--- src/rtl/mct_pkg.sv ---
package mct_pkg;
  localparam int unsigned REG_AW = 4;

  localparam logic [REG_AW-1:0] AD_CTRL  = 4'd0;
  localparam logic [REG_AW-1:0] AD_MODE  = 4'd1;
  localparam logic [REG_AW-1:0] AD_PRESC = 4'd2;
  localparam logic [REG_AW-1:0] AD_PCNT  = 4'd3;
  localparam logic [REG_AW-1:0] AD_TCNT  = 4'd4;
  localparam logic [REG_AW-1:0] AD_MCFG  = 4'd5;
  localparam logic [REG_AW-1:0] AD_CCFG  = 4'd6;
  localparam logic [REG_AW-1:0] AD_OACT  = 4'd7;
  localparam logic [REG_AW-1:0] AD_OLVL  = 4'd8;
  localparam logic [REG_AW-1:0] AD_FLAGS = 4'd9;
  localparam logic [REG_AW-1:0] AD_MAT0  = 4'd10;
  localparam logic [REG_AW-1:0] AD_CAP0  = 4'd14;

  typedef enum logic [1:0] {
    SRC_CLOCK = 2'd0,
    SRC_RISE  = 2'd1,
    SRC_FALL  = 2'd2,
    SRC_BOTH  = 2'd3
  } step_src_e;

  typedef enum logic [1:0] {
    ACT_HOLD   = 2'd0,
    ACT_LOW    = 2'd1,
    ACT_HIGH   = 2'd2,
    ACT_TOGGLE = 2'd3
  } out_act_e;
endpackage

--- src/rtl/mct_edge_sync.sv ---
module mct_edge_sync #(
  parameter int unsigned STAGES = 2
) (
  input  logic clk,
  input  logic rst_n,
  input  logic pin,
  output logic rise,
  output logic fall
);
  logic [STAGES:0] chain_q;

  always_ff @(posedge clk or negedge rst_n) begin
    if (!rst_n) chain_q <= '0;
    else        chain_q <= {chain_q[STAGES-1:0], pin};
  end

  assign rise = chain_q[STAGES-1] & ~chain_q[STAGES];
  assign fall = ~chain_q[STAGES-1] & chain_q[STAGES];
endmodule

--- src/rtl/mct_count_core.sv ---
module mct_count_core #(
  parameter int unsigned CW = 32
) (
  input  logic          clk,
  input  logic          rst_n,
  input  logic          enable,
  input  logic          sclear,
  input  logic          step,
  input  logic [CW-1:0] limit,
  input  logic          zero_req,
  input  logic          stop_req,
  output logic          term,
  output logic [CW-1:0] pcount,
  output logic [CW-1:0] count
);
  logic tick;

  assign tick = enable & ~sclear & step;
  assign term = tick & (pcount >= limit);

  always_ff @(posedge clk or negedge rst_n) begin
    if (!rst_n) begin
      pcount <= '0;
      count  <= '0;
    end else if (sclear) begin
      pcount <= '0;
      count  <= '0;
    end else if (tick && !stop_req) begin
      if (term) begin
        pcount <= '0;
        count  <= zero_req ? '0 : count + 1'b1;
      end else begin
        pcount <= pcount + 1'b1;
      end
    end
  end
endmodule

--- src/rtl/mct_capture.sv ---
module mct_capture #(
  parameter int unsigned CW = 32
) (
  input  logic          clk,
  input  logic          rst_n,
  input  logic          pin,
  input  logic          rise_en,
  input  logic          fall_en,
  input  logic [CW-1:0] count,
  output logic          load,
  output logic [CW-1:0] snap
);
  logic rise, fall;

  mct_edge_sync #(.STAGES(2)) u_sync (
    .clk(clk), .rst_n(rst_n), .pin(pin), .rise(rise), .fall(fall)
  );

  assign load = (rise & rise_en) | (fall & fall_en);

  always_ff @(posedge clk or negedge rst_n) begin
    if (!rst_n)    snap <= '0;
    else if (load) snap <= count;
  end
endmodule

--- src/rtl/mct_match_out.sv ---
module mct_match_out (
  input  logic             clk,
  input  logic             rst_n,
  input  logic             hit,
  input  mct_pkg::out_act_e act,
  input  logic             lvl_wr,
  input  logic             lvl_d,
  output logic             q
);
  import mct_pkg::*;
  logic nxt;

  always_comb begin
    nxt = q;
    if (hit) begin
      unique case (act)
        ACT_HOLD:   nxt = q;
        ACT_LOW:    nxt = 1'b0;
        ACT_HIGH:   nxt = 1'b1;
        ACT_TOGGLE: nxt = ~q;
      endcase
    end else if (lvl_wr) begin
      nxt = lvl_d;
    end
  end

  always_ff @(posedge clk or negedge rst_n) begin
    if (!rst_n) q <= 1'b0;
    else        q <= nxt;
  end
endmodule

--- src/rtl/mct_timer.sv ---
module mct_timer
  import mct_pkg::*;
#(
  parameter int unsigned CW     = 32,
  parameter int unsigned N_MAT  = 4,
  parameter int unsigned N_CAP  = 2
) (
  input  logic             clk,
  input  logic             rst_n,
  input  logic             reg_wr,
  input  logic [3:0]       reg_addr,
  input  logic [31:0]      reg_wdata,
  output logic [31:0]      reg_rdata,
  input  logic             cnt_in,
  input  logic [N_CAP-1:0] cap_in,
  output logic [N_MAT-1:0] match_out,
  output logic             irq
);
  localparam int unsigned MCFG_W = 3 * N_MAT;
  localparam int unsigned CCFG_W = 3 * N_CAP;
  localparam int unsigned OACT_W = 2 * N_MAT;
  localparam int unsigned FLAG_W = N_MAT + N_CAP;

  logic              en_q, sclr_q;
  step_src_e         src_q;
  logic [CW-1:0]     limit_q;
  logic [MCFG_W-1:0] mcfg_q;
  logic [CCFG_W-1:0] ccfg_q;
  logic [OACT_W-1:0] oact_q;
  logic [FLAG_W-1:0] flags_q;
  logic [CW-1:0]     mr_q [N_MAT];

  logic [CW-1:0]     pcount, count;
  logic              term, step, zero_req, stop_req;
  logic              cnt_rise, cnt_fall;
  logic [N_MAT-1:0]  match_evt, rst_mask, stop_mask, mint_mask;
  logic [N_CAP-1:0]  cap_load, cap_int;
  logic [CW-1:0]     cap_val [N_CAP];
  logic [N_CAP*CW-1:0] cap_bus;
  logic [FLAG_W-1:0] set_evt, clr_mask;
  logic              wr_ctrl, wr_olvl, wr_flags;

  assign wr_ctrl  = reg_wr && (reg_addr == AD_CTRL);
  assign wr_olvl  = reg_wr && (reg_addr == AD_OLVL);
  assign wr_flags = reg_wr && (reg_addr == AD_FLAGS);

  // step source selection
  mct_edge_sync #(.STAGES(2)) u_cnt_sync (
    .clk(clk), .rst_n(rst_n), .pin(cnt_in), .rise(cnt_rise), .fall(cnt_fall)
  );

  always_comb begin
    unique case (src_q)
      SRC_CLOCK: step = 1'b1;
      SRC_RISE:  step = cnt_rise;
      SRC_FALL:  step = cnt_fall;
      SRC_BOTH:  step = cnt_rise | cnt_fall;
    endcase
  end

  mct_count_core #(.CW(CW)) u_core (
    .clk(clk), .rst_n(rst_n), .enable(en_q), .sclear(sclr_q), .step(step),
    .limit(limit_q), .zero_req(zero_req), .stop_req(stop_req),
    .term(term), .pcount(pcount), .count(count)
  );

  // match channels
  for (genvar i = 0; i < N_MAT; i++) begin : g_mat
    assign match_evt[i] = term && (count == mr_q[i]);
    assign mint_mask[i] = mcfg_q[3*i];
    assign rst_mask[i]  = mcfg_q[3*i+1];
    assign stop_mask[i] = mcfg_q[3*i+2];

    always_ff @(posedge clk or negedge rst_n) begin
      if (!rst_n) mr_q[i] <= '0;
      else if (reg_wr && (reg_addr == AD_MAT0 + 4'(i))) mr_q[i] <= reg_wdata[CW-1:0];
    end

    mct_match_out u_out (
      .clk(clk), .rst_n(rst_n), .hit(match_evt[i]),
      .act(out_act_e'(oact_q[2*i +: 2])), .lvl_wr(wr_olvl),
      .lvl_d(reg_wdata[i]), .q(match_out[i])
    );
  end

  assign zero_req = |(match_evt & rst_mask);
  assign stop_req = |(match_evt & stop_mask);

  // capture channels
  for (genvar j = 0; j < N_CAP; j++) begin : g_cap
    assign cap_int[j] = ccfg_q[3*j+2];
    mct_capture #(.CW(CW)) u_cap (
      .clk(clk), .rst_n(rst_n), .pin(cap_in[j]),
      .rise_en(ccfg_q[3*j]), .fall_en(ccfg_q[3*j+1]),
      .count(count), .load(cap_load[j]), .snap(cap_val[j])
    );
    assign cap_bus[j*CW +: CW] = cap_val[j];
  end

  // control registers
  always_ff @(posedge clk or negedge rst_n) begin
    if (!rst_n) begin
      en_q    <= 1'b0;
      sclr_q  <= 1'b0;
      src_q   <= SRC_CLOCK;
      limit_q <= '0;
      mcfg_q  <= '0;
      ccfg_q  <= '0;
      oact_q  <= '0;
    end else begin
      if (stop_req)     en_q <= 1'b0;
      else if (wr_ctrl) en_q <= reg_wdata[0];
      if (wr_ctrl) sclr_q <= reg_wdata[1];
      if (reg_wr) begin
        unique case (reg_addr)
          AD_MODE:  src_q   <= step_src_e'(reg_wdata[1:0]);
          AD_PRESC: limit_q <= reg_wdata[CW-1:0];
          AD_MCFG:  mcfg_q  <= reg_wdata[MCFG_W-1:0];
          AD_CCFG:  ccfg_q  <= reg_wdata[CCFG_W-1:0];
          AD_OACT:  oact_q  <= reg_wdata[OACT_W-1:0];
          default: ;
        endcase
      end
    end
  end

  // interrupt flags
  assign set_evt  = {cap_load & cap_int, match_evt & mint_mask};
  assign clr_mask = wr_flags ? reg_wdata[FLAG_W-1:0] : '0;

  always_ff @(posedge clk or negedge rst_n) begin
    if (!rst_n) flags_q <= '0;
    else        flags_q <= (flags_q & ~clr_mask) | set_evt;
  end

  assign irq = |flags_q;

  // read mux
  always_comb begin
    reg_rdata = '0;
    unique case (reg_addr)
      AD_CTRL:  reg_rdata[1:0]        = {sclr_q, en_q};
      AD_MODE:  reg_rdata[1:0]        = src_q;
      AD_PRESC: reg_rdata[CW-1:0]     = limit_q;
      AD_PCNT:  reg_rdata[CW-1:0]     = pcount;
      AD_TCNT:  reg_rdata[CW-1:0]     = count;
      AD_MCFG:  reg_rdata[MCFG_W-1:0] = mcfg_q;
      AD_CCFG:  reg_rdata[CCFG_W-1:0] = ccfg_q;
      AD_OACT:  reg_rdata[OACT_W-1:0] = oact_q;
      AD_OLVL:  reg_rdata[N_MAT-1:0]  = match_out;
      AD_FLAGS: reg_rdata[FLAG_W-1:0] = flags_q;
      4'd10:    reg_rdata[CW-1:0]     = mr_q[0];
      4'd11:    reg_rdata[CW-1:0]     = mr_q[1];
      4'd12:    reg_rdata[CW-1:0]     = mr_q[2];
      4'd13:    reg_rdata[CW-1:0]     = mr_q[3];
      4'd14:    reg_rdata[CW-1:0]     = cap_val[0];
      4'd15:    reg_rdata[CW-1:0]     = cap_val[1];
      default: ;
    endcase
  end
endmodule

--- config.mk ---
export PLATFORM = sky130hd
export DESIGN_NAME = mct_timer
export DESIGN_NICKNAME = d
export VERILOG_FILES = /design/src/rtl/mct_pkg.sv /design/src/rtl/mct_edge_sync.sv /design/src/rtl/mct_count_core.sv /design/src/rtl/mct_capture.sv /design/src/rtl/mct_match_out.sv /design/src/rtl/mct_timer.sv
export SDC_FILE = /design/constraint.sdc
export NUM_CORES = 1
export LEC_CHECK = 0
export ABC_CLOCK_PERIOD_IN_PS = 8000
export BUFFER_PORTS_ARGS = -buffer_cell sky130_fd_sc_hd__buf_2
export CAP_MARGIN = 30
export CORE_ASPECT_RATIO = 0.9
export CORE_MARGIN = 1
export CORE_UTILIZATION = 46
export DETAILED_ROUTE_END_ITERATION = 6
export HOLD_SLACK_MARGIN = 0.08
export PLACE_DENSITY = 0.6
export SYNTH_ARGS = -nofsm -noshare
export SYNTH_HDL_FRONTEND = slang
export SYNTH_HIERARCHICAL = 1
export SYNTH_SLANG_ARGS = --single-unit
--- constraint.sdc ---
create_clock -name clk -period 8 [get_ports clk]
set_input_delay 1.6 -clock clk [delete_from_list [all_inputs] [get_ports clk]]
set_output_delay 1.6 -clock clk [all_outputs]
set_load 0.05 [all_outputs]
After elaboration in Yosys (flattened, before gate mapping). Index checks and enable logic that the tools add are counted.

Output and inout port bits: 37. Input bits: 42. Logic and storage cells: 166. Register bits: 337.

Equality and inequality tests: 38. Reduce and logical (&&, ||, !) cells: 39. $lt $le $gt $ge: 1. $add $sub $neg: 2. Bitwise gates (word level): 34. Mux-type cells: 29.

Operators with widths (number): $mux 32 (7); $pmux 20 s9 (1); $eq 32x32->1 (4); $add 32x1->32 const B (2); $pmux 4 s10 (1); $eq 4x4->1 const B (8); $ge 32x32->1 (1); $pmux 2 s16 (1); $pmux 2 s14 (1); $pmux 2 s13 (1); $pmux 2 s11 (1); $eq 2x2->1 const B (10); $reduce_and 2->1 (10); $eq 4x3->1 const B (4); $reduce_bool 2->1 (7); $and 1x1->1 (13); $and 4x4->4 (3); $logic_and 1x1->1 (12); $pmux 1 s3 (4); $not 1->1 (11); $eq 2x1->1 const B (5); $logic_not 2->1 (5); $mux 1 (10); $eq 4x2->1 const B (2); other kinds (13) (19).

Logic depth before layout (Yosys ltp). Gate-level depths: netlist of run 1.

Depth after elaboration: 13. Mapped depth: 22. Gate-level depth less buffers: 20.

Hierarchy. Netlist of run 1, hierarchy kept.

By module, submodules not included: mct_timer (area an instance 10976.8 µm², sequential area each 4904.7 µm², cells an instance 961, times used 1); mct_count_core (area an instance 4365.4 µm², sequential area each 1601.5 µm², cells an instance 494, times used 1); mct_capture (area an instance 1340.0 µm², sequential area each 800.8 µm², cells an instance 69, times used 2); mct_edge_sync (area an instance 90.1 µm², sequential area each 75.1 µm², cells an instance 5, times used 3); mct_match_out (area an instance 66.3 µm², sequential area each 25.0 µm², cells an instance 7, times used 4).

Worst setup path before layout of run 1. No wires, ideal clock.

Path kind: input to output. From: input reg_addr[2]. To: output reg_rdata[13]. Arrival: 3312 ps. Slack: 3088 ps. Buffers on the path: 3. Stages on the path: 7. Cell sequence: buf_2 > nor2b_1 > nor2b_1 > buf_2 > buf_1 > a222oi_1 > nand3_1.

Word-level cells in the longest chain between the ends: 2. Elaborated cells on any way between the ends: 10.

Ends and longest elaborated chain: from (decl) (line mct_timer.sv:11) `input logic [3:0] reg_addr,`; $eq 4x4->1 (tied with other cells) (line mct_timer.sv:141) `unique case (reg_addr)`; $pmux 20 s9 * (line mct_timer.sv:141); to (decl) (line mct_timer.sv:13) `output logic [31:0] reg_rdata,`.

Every way passes the cells marked *; elsewhere a longest branch is shown, timed or not.

Worst setup path after layout of run 1.
From: register u_core.pcount[25]. To: register u_core.count[14].

Word-level cells in the longest chain between the ends: 9. Elaborated cells on any way between the ends: 19.

Ends and longest elaborated chain: from (decl) (line mct_count_core.sv:13) `output logic [CW-1:0] pcount,`; from (signal assigned) (line mct_count_core.sv:33) `pcount <= pcount + 1'b1;`; $ge 32x32->1 (line mct_count_core.sv:19) `assign term = tick & (pcount >= limit);`; $and 1x1->1 (line mct_count_core.sv:19); net term (line mct_timer.sv:34) `logic term, step, zero_req, stop_req;`; $logic_and 1x1->1 (line mct_timer.sv:69) `assign match_evt[i] = term && (count == mr_q[i]);`; net match_evt[2] (line mct_timer.sv:36) `logic [N_MAT-1:0] match_evt, rst_mask, stop_mask, mint_mask;`; $and 4x4->4 (line mct_timer.sv:86) `assign zero_req = |(match_evt & rst_mask);`; $reduce_or 4->1 (line mct_timer.sv:86); net zero_req (line mct_timer.sv:34); $mux 32 (line mct_count_core.sv:31) `count <= zero_req ? '0 : count + 1'b1;`; $mux 32 (line mct_count_core.sv:29) `if (term) begin`; $mux 32 (line mct_count_core.sv:28) `end else if (tick && !stop_req) begin`; $mux 32 (line mct_count_core.sv:25) `end else if (sclear) begin`; to (signal assigned) (line mct_count_core.sv:31); to (decl) (line mct_count_core.sv:14) `output logic [CW-1:0] count`.

The timed path passes the listed nets, and every way through them passes these cells. The select of a mux whose other input is x is not followed. A chain may end at the register's enable or synchronous reset.

==> impl_metrics.yaml, run 1 <==
timing:
  rsz0062_at_grt: "no"
  final_hold_viol_count: 0
  setup_viol: 0
  finalCritPeriodShare_pct: 84.2
  tns_ns: 0
  timing.slew.headroom_pct: 31.4
  slew_viol_final: 0
  finClkSkew_ns: 0.00913
  tightest_slew_ns: 1.03
  period_needed_ns: 6.74
  fmax_mhz: 148
finish:
  multi_input_area_mm2: 0.00939
  ff_latch_area_mm2: 0.00843
  final_common_cell: "dfrtp_1"
  diodes: 0
  area_growth_pct: 11.4
  finalNonFillerCells: 2240
  layout-drive-gt1-share_pct: 28.2
  final_cell_mix: "dfrtp_1 (337), mux2_2 (195), xor2_1 (106)"
  nets: 1756
  fillers: 3536
drt:
  drc_errors: 0
  wl_per_cell_um: 29.6
  routed_via_density: 6.43
  wl_um: 66300
  drtPass1Iterations: 6
  vias: 14409
  drt_iter0_markers: 1894
  drt.antenna.violating_nets: 0
worst_setup_path:
  critPathMaxFanout: 20
  r2r.worst_path.cells: 19
  critPathLaunchType: "flop"
  r2r_slack_ns: 1.26
  arrival_ns: 7.18
  end_kind: "flop"
  timing.rr.end: "u_core/count[14]$_DFFE_PN0P_"
  timing_worst_setup_path_type: "flop to flop"
  crit_required_ns: 8.44
  rr_startpoint: "u_core/pcount[25]$_DFFE_PN0P_"
grt:
  first_global_vias: 14182
  grt_max_degree: 113
  overflow: 0
  antenna_found_initial: 2
  grt_pass1_wl_um: 97700
  grt_usage_pct: 32.9
run_status:
  outcome: "complete, no violations"
logic_synthesis:
  synth_edf_count: 0
  synth_area_mm2: 0.0186
  ys.flop_type: "dfrtp_1"
  syn_inst: 1636
  synth_seq_cells: 337
  synth_nets: 1712
  ys.warnings.count: 6
  synth_seq_area_share_pct: 45.4
  synth.avg_cell_area_um2: 11.3
  ys_types: 85
  async_reset_ff_share_pct: 100
cts:
  htreeDepth: 2
  clock-sinks: 337
  hold_buffers: 0
  clk-insertion-delay-late_ns: 0.57
  cts-resized-gates: 0
  numCtsBuffers: 39
  clkTransAtPathRegs_ns: 0.05
  clockBufferDepth: 3
  cts_tree: "built"
  postCtsSetupBuffers: 0
  cts_root_buffer: "clkbuf_16"
floorplan:
  core_area_mm2: 0.0396
  die_h_um: 193
  die_area_mm2: 0.0412
  fp-row-count: 69
  die_w_um: 214
  boundaryPins: 79
  start_util_pct: 46.8
hold_path:
  holdPathEnd: "g_cap[1].u_cap/u_sync/chain_q[1]$_DFF_PN0_"
  hold_path_depth: 0
  min_path_type: "flop to flop"
  hold_start: "g_cap[1].u_cap/u_sync/chain_q[0]$_DFF_PN0_"
job:
  drv_cap: 0
placement:
  dp_cells: 2168
  portBuffers: 78
  dp_hpwl_um: 45000
  routabilityCongestion: 0.989
pwr:
  p_per_area_mw_per_mm2: 247
  ir_worst_vdd_v: 0.000129
  total_leakage_power_uw: 0.00945
-- how the worst max path moves through the flow --
stage          slack, ns                            to  depth (start not counted)                           from
6_report            1.26  u_core/count[14]$_DFFE_PN0P_                         19  u_core/pcount[25]$_DFFE_PN0P_
5_1_grt             1.02  u_core/count[14]$_DFFE_PN0P_                         19  u_core/pcount[25]$_DFFE_PN0P_
4_1_cts             1.48  u_core/count[14]$_DFFE_PN0P_                         19  u_core/pcount[25]$_DFFE_PN0P_
3_5_place_dp        1.51  u_core/count[14]$_DFFE_PN0P_                         19  u_core/pcount[25]$_DFFE_PN0P_
3_3_place_gp        1.81  u_core/count[14]$_DFFE_PN0P_                         19  u_core/pcount[25]$_DFFE_PN0P_
2_1_floorplan       3.09                 reg_rdata[13]                          7                    reg_addr[2]
-- area by class of cell --
cell class	count	area share, %
timing repair buffer	110	3.41
inverter	62	1.13
tap	532	3.22
sequential	337	40.8
multi-input combinational	1130	45.4
clock buffer	67	5.97
clock inverter	2	0.0605
-- per-layer routing --
metal	track usage [%]	wire length, um
met1	48.3	29600
met2	47.6	28900
met3	6.57	5440
met4	12.4	2380
met5	0	26
-- power breakdown --
part	switching [uW]	internal, uW
Sequential	285	1950
Clock	732	1040
Combinational	671	421
-- synth_stat cells, types with 6 or more instances --
master    count  area, um^2
o211ai_1     16         120
and2_1        8        50.1
nor4_1       22         138
nand2_1      88         330
a221oi_1     17         149
o31ai_1      12        90.1
a22o_1       23         201
dfrtp_1     337        8430
a21oi_1      31         155
buf_1        12        45.0
buf_2        30         150
a222oi_1     29         290
mux2_4       58         871
xnor2_1      32         280
inv_1        60         225
nand3_1      59         295
nor2_1       73         274
a31oi_1      15        93.8
o21ai_2       9        78.8
nor3_1       16        80.1
ha_1         34         425
and4_1        8        70.1
o21ai_0      31         155
nor2b_1       8        50.1
nand2b_1      9        56.3
clkbuf_1     51         191
a221o_1      19         190
mux2_2      195        2200
and3_1       16         100
nand4_1      33         206
a22oi_1      68         510
xor2_1      106         928
buf_8         6        90.1
-- sequential cells by signal (all words and copies together) (netlist names) --
signal,cells
sclr_q,1
g_mat.u_out/q,4
ccfg_q,6
src_q,2
flags_q,6
g_cap.u_cap/u_sync/chain_q,6
u_core/count,32
oact_q,8
u_core/pcount,32
g_cap.u_cap/snap,64
mcfg_q,12
limit_q,32
en_q,1
u_cnt_sync/chain_q,3
mr_q,128
-- worst max-delay path: stages, from the launching register on --
cell	delay [ns]
dfrtp_1	0.45
ha_1	0.34
nand4_1	0.24
nor4_1	0.56
a21boi_1	0.24
o31a_1	0.50
and2_1	0.32
o21ai_1	0.09
or4_4	0.54
or4_4	0.52
nor2_4	0.17
a221o_1	0.60
inv_1	0.17
nand2_1	0.61
nor2_1	0.25
o21a_1	0.23
nor2_1	0.15
buf_4	0.30
nor2_1	0.08
o22a_1	0.21
-- per-stage QoR --
| stage | cell area (um^2) | util, % | hold WS [ns] | setup WS, ns | total power (uW) |
|---|---|---|---|---|---|
| after global routing | 20700 | 52.2 | 0.352 | 1.02 | 5280 |
| after global placement | 19300 | 48.8 | 0.333 | 1.81 | 3300 |
| after CTS | 20600 | 52.0 | 0.347 | 1.48 | 5100 |
| after floorplan | 18600 | - | 0.331 | 3.09 | 2870 |
| after detailed placement | 19400 | 48.8 | 0.335 | 1.51 | 3320 |
| final | 20700 | 52.2 | 0.346 | 1.26 | 5100 |
-- cell families after synthesis --
family	after synthesis	share of synthesized area (%)
buffers and inverters	169	4.22
DFF	337	45.4
adders and majority gates	34	2.29
xor gates and xnor gates	138	6.51
AOI/OAI and AO/OA	315	13.2
and+or+nand+nor	387	11.6
muxes	256	16.8
Note: power is estimated with default switching activity, not from simulation.
==> run 2: changes to the inputs <==
- ABC_CLOCK_PERIOD_IN_PS: 8000 -> 6500
- clock period: 8 -> 6.5 ns (I/O delays scaled with it)
==> impl_metrics.yaml, run 2 (same netlist as run 1, synthesis figures left out) <==
run_status:
  outcome: "complete, no violations"
grt:
  antenna_found_initial: 2
  grt_pass1_wl_um: 97100
  overflow: 0
  grt_usage_pct: 32.6
  grt_max_degree: 124
  first_global_vias: 14056
pwr:
  p_int_uw: 4150
  clockPowerShare_pct: 34.4
  combPwrFrac_pct: 21.4
  p_seq_share_pct: 44.3
  total_leakage_power_uw: 0.00946
  sw_frac_of_total_pct: 33.3
  p_per_area_mw_per_mm2: 301
  p_sw_uw: 2070
  ir_worst_vdd_v: 0.000193
floorplan:
  core_area_mm2: 0.0396
  start_util_pct: 46.8
  fp-row-count: 69
  die_w_um: 214
  die_area_mm2: 0.0412
  boundaryPins: 79
  die_h_um: 193
finish:
  top_register: "mr_q"
  layout-drive-gt1-share_pct: 28.4
  area_growth_pct: 11.4
  final_common_cell: "dfrtp_1"
  largest_reg_flops: 128
  reg.largest.list: "mr_q: 128 flops, g_cap.u_cap/snap: 64 flops"
  fin_area_mm2: 0.0207
  final_cell_mix: "dfrtp_1 (337), mux2_2 (195), xor2_1 (106)"
  nets: 1761
timing:
  timing.slew.headroom_pct: 35.2
  slew_viol_final: 0
  finalCritPeriodShare_pct: 87.4
  tns_ns: 0
  finClkSkew_ns: 0.0214
  period_needed_ns: 5.68
  tightest_slew_ns: 0.964
  final_hold_viol_count: 0
  setup_viol: 0
  fmax_mhz: 176
  rsz0062_at_grt: "no"
worst_setup_path:
  crit_required_ns: 6.95
  r2r.worst_path.cells: 20
  cp-endpoint: "u_core/count[14]$_DFFE_PN0P_"
  r2r_slack_ns: 0.82
  end_kind: "flop"
  arrival_ns: 6.14
  critPathMaxFanout: 13
  rr_startpoint: "u_core/pcount[25]$_DFFE_PN0P_"
  critPathLaunchType: "flop"
  timing.rr.end: "u_core/count[14]$_DFFE_PN0P_"
  startpoint: "u_core/pcount[25]$_DFFE_PN0P_"
  timing_worst_setup_path_type: "flop to flop"
cts:
  cts_tree: "built"
  cts-resized-gates: 0
  clkTransAtPathRegs_ns: 0.06
  htreeDepth: 2
  numCtsBuffers: 38
  clock-sinks: 337
  clk-insertion-delay-late_ns: 0.56
  clockBufferDepth: 3
  hold_buffers: 0
  postCtsSetupBuffers: 0
  cts_root_buffer: "clkbuf_16"
job:
  drv_cap: 0
drt:
  wl_per_cell_um: 29.3
  drt.antenna.violating_nets: 0
  drtPass1Iterations: 6
  drt_iter0_markers: 1786
  vias: 14445
  drc_errors: 0
  wl_um: 65900
  routed_via_density: 6.43
placement:
  routabilityCongestion: 0.939
  dp_hpwl_um: 45900
  portBuffers: 78
  place_area_mm2: 0.0195
hold_path:
  min_path_type: "flop to flop"
run 2: critical path: stages (launching register included):
cell	delay, ns
dfrtp_1	0.44
ha_1	0.33
nand4_1	0.21
nor4_1	0.57
a21boi_1	0.23
o31a_1	0.48
and2_1	0.32
nand3_1	0.10
or4_4	0.52
nor4_2	0.69
a22o_1	0.23
a221o_1	0.11
buf_4	0.22
inv_1	0.12
nand2_1	0.10
nor2_1	0.13
o21a_1	0.17
nor2_1	0.15
buf_4	0.22
nor2_1	0.06
o22a_1	0.19
run 2: power groups by stage:
stage	clock network (uW)	registers, uW	logic, uW
finish	2140	2760	1330
detailed placement	0	2780	1310
CTS	2160	2740	1320
global placement	0	2760	1300
floorplan	0	2670	869
global route	2250	2790	1410
run 2: worst min-delay path by stage:
stage / end / start / slack [ns] / cells past startpoint
after global routing: g_cap[1].u_cap/u_sync/chain_q[1]$_DFF_PN0_ / g_cap[1].u_cap/u_sync/chain_q[0]$_DFF_PN0_ / 0.36 / 0
after global placement: u_cnt_sync/chain_q[1]$_DFF_PN0_ / u_cnt_sync/chain_q[0]$_DFF_PN0_ / 0.33 / 0
after floorplan: g_cap[0].u_cap/u_sync/chain_q[1]$_DFF_PN0_ / g_cap[0].u_cap/u_sync/chain_q[0]$_DFF_PN0_ / 0.33 / 0
final: g_cap[0].u_cap/u_sync/chain_q[1]$_DFF_PN0_ / g_cap[0].u_cap/u_sync/chain_q[0]$_DFF_PN0_ / 0.35 / 0
after detailed placement: g_cap[0].u_cap/u_sync/chain_q[1]$_DFF_PN0_ / g_cap[0].u_cap/u_sync/chain_q[0]$_DFF_PN0_ / 0.33 / 0
after CTS: g_cap[0].u_cap/u_sync/chain_q[1]$_DFF_PN0_ / g_cap[0].u_cap/u_sync/chain_q[0]$_DFF_PN0_ / 0.35 / 0
run 2: layout make-up:
cell class / count / area (um^2)
Fill cell: 3549 / 19000
Clock buffer: 61 / 1130
Inverter: 62 / 233
Sequential cell: 337 / 8430
Clock inverter: 7 / 66.3
Tap cell: 532 / 666
Timing Repair Buffer: 116 / 741
Antenna cell: 2 / 5.00
Multi-Input combinational cell: 1130 / 9400
run 2: metrics by stage:
step                      cells  utilization (%)  setup slack, ns  power, uW  hold slack, ns
after floorplan            1636                -             1.74       3540           0.331
after global placement     2174             49.0             1.04       4070           0.333
after detailed placement   2177             49.1            0.945       4090           0.335
after CTS                  2245             52.2            0.903       6220           0.348
after global routing       2246             52.2            0.498       6440           0.361
final                      2247             52.2            0.816       6230           0.347
run 2: routing by layer:
layer / share of wire (%) / up-vias / global-route usage, % / routed length (um)
met1: 45 / 7486 / 47.6 / 29600
li1: - / 6172 / - / -
met3: 8.5 / 109 / 6.51 / 5610
met2: 43 / 678 / 47.8 / 28600
met5: 0 / - / 0 / 0
met4: 3.1 / 0 / 11.4 / 2060
==> run 3: changes to the inputs <==
- CORE_ASPECT_RATIO: 0.9 -> 0.75
- REMOVE_ABC_BUFFERS: default -> 1
- SETUP_SLACK_MARGIN: default -> 0.02
==> impl_metrics.yaml, run 3 (same netlist as run 1, synthesis figures left out) <==
run_status:
  outcome: "finished with violations"
  violations: "DRC"
grt:
  first_global_vias: 13906
  antenna_found_initial: 0
  grt_pass1_wl_um: 96200
  grt_max_degree: 159
  overflow: 0
  grt_usage_pct: 32.0
finish:
  nets: 1753
  fin_util_pct: 52.0
  layout-drive-gt1-share_pct: 28.5
  largest_reg_flops: 128
  top_register: "mr_q"
  area_growth_pct: 11.1
  fin_area_mm2: 0.0206
  final_cell_mix: "dfrtp_1 (337), mux2_2 (195), xor2_1 (106)"
  final_common_cell: "dfrtp_1"
  reg.largest.list: "mr_q: 128 flops, g_cap.u_cap/snap: 64 flops"
  fillers: 3525
cts:
  hold_buffers: 0
  cts-resized-gates: 0
  postCtsSetupBuffers: 0
  clkTransAtPathRegs_ns: 0.06
  clock-sinks: 337
  cts_tree: "built"
  clockBufferDepth: 3
  cts_root_buffer: "clkbuf_16"
  htreeDepth: 2
  numCtsBuffers: 37
  clk-insertion-delay-late_ns: 0.54
worst_setup_path:
  timing_worst_setup_path_type: "flop to flop"
  cp_slowest_cell: "nor4_1"
  critPathMaxFanout: 21
  critPathLaunchType: "flop"
  end_kind: "flop"
  cpLargestDelayFamily: "simple AND/OR/NAND/NOR gates"
  crit_buf_inv: 1
  max_stage_delay_ns: 0.61
  crit_chain: "ha_1 -> nand4_1 -> nor4_1 -> a21boi_1 -> o31a_1 -> and2_1 -> o21ai_1 -> or4_4 -> or4_4 -> o211ai_1 -> nand3b_1 -> nand2_1 -> nand3_1 -> a21oi_2 -> nor2_1 -> buf_4 -> nor2_1 -> o22a_1"
  crit_required_ns: 6.91
  arrival_ns: 6.28
pwr:
  power_uw: 6270
  p_per_area_mw_per_mm2: 304
  ir_worst_vdd_v: 0.000197
  total_leakage_power_uw: 0.00946
timing:
  rsz0062_at_grt: "no"
  final_hold_viol_count: 0
  tightest_slew_ns: 1.05
  period_needed_ns: 5.87
  slew_viol_final: 0
  tns_ns: 0
  fmax_mhz: 170
  setup_viol: 0
  finClkSkew_ns: 0.0171
  finalCritPeriodShare_pct: 90.3
  timing.slew.headroom_pct: 30.2
floorplan:
  die_h_um: 176
  start_util_pct: 46.8
  boundaryPins: 79
  core_area_mm2: 0.0396
  die_area_mm2: 0.0412
  die_w_um: 234
  fp-row-count: 63
hold_path:
  min_path_type: "flop to flop"
drt:
  vias: 14397
  routed_via_density: 6.46
  wl_per_cell_um: 29.3
  wl_um: 65200
  drc_errors: 10
  drt_iter0_markers: 1866
  drtPass1Iterations: 7
  drt.antenna.violating_nets: 0
placement:
  portBuffers: 78
  place_area_mm2: 0.0194
  dp_hpwl_um: 44700
  routabilityCongestion: 0.996
job:
  drv_cap: 0
==> run 3: per-layer routing <==
layer | track usage [%] | vias up | share of wire (%)
met1 | 51.0 | 7432 | 48
met4 | 6.63 | 0 | 1.6
met2 | 44.3 | 753 | 41
met3 | 6.02 | 72 | 8.8
li1 | - | 6140 | -
met5 | 0 | - | 0
==> run 3: worst reg2reg max path: cells and delay by family, from the launching register on <==
family                   cells  cell delay [ns]
adder cells (fa/ha/maj)      1             0.33
AND/OR/NAND/NOR             10             3.31
flip-flops                   1             0.48
AO/OA/AOI/OAI                6             1.35
buffers and inverters        1             0.29
==> run 3: final cells by class <==
class / instances / area [um^2] / area share, %
Sequential cell: 337 / 8430 / 40.9
Inverter: 62 / 233 / 1.13
Multi-Input combinational cell: 1130 / 9390 / 45.5
Timing Repair Buffer: 109 / 656 / 3.18
Clock inverter: 6 / 33.8 / 0.164
Clock buffer: 62 / 1220 / 5.93
Antenna cell: 1 / 2.50 / 0.0121
Tap cell: 520 / 651 / 3.15
==> run 3: path summary, 6_finish.rpt <==
| kind | cells past startpoint | to | slack [ns] | startpoint |
|---|---|---|---|---|
| max reg2reg | 18 | u_core/count[14]$_DFFE_PN0P_ | 0.63 | u_core/pcount[24]$_DFFE_PN0P_ |
| max | 18 | u_core/count[14]$_DFFE_PN0P_ | 0.63 | u_core/pcount[24]$_DFFE_PN0P_ |
| max in group asynchronous | 2 | mr_q[10]$_DFFE_PN0P_ | 4.27 | rst_n |
| min | 0 | g_cap[1].u_cap/u_sync/chain_q[1]$_DFF_PN0_ | 0.35 | g_cap[1].u_cap/u_sync/chain_q[0]$_DFF_PN0_ |
| min reg2reg | 0 | g_cap[1].u_cap/u_sync/chain_q[1]$_DFF_PN0_ | 0.35 | g_cap[1].u_cap/u_sync/chain_q[0]$_DFF_PN0_ |
| min in group asynchronous | 1 | mr_q[26]$_DFFE_PN0P_ | 0.78 | rst_n |
==> run 3: power breakdown <==
group | internal [uW] | total [uW] | switching, uW | leakage, uW
Sequential | 2400 | 2760 | 357 | 0.00434
Combinational | 517 | 1340 | 819 | 0.00449
Clock | 1280 | 2170 | 892 | 0.000628
Total | 4200 | 6270 | 2070 | 0.00946
==> run 3: stage by stage <==
step           setup slack (ns)  hold WS (ns)  cells
2_1_floorplan             0.972         0.331   1529
3_3_place_gp              0.888         0.333   2156
3_5_place_dp              0.847         0.335   2158
4_1_cts                   0.817         0.348   2226
5_1_grt                   0.334         0.362   2226
6_report                  0.632         0.348   2227
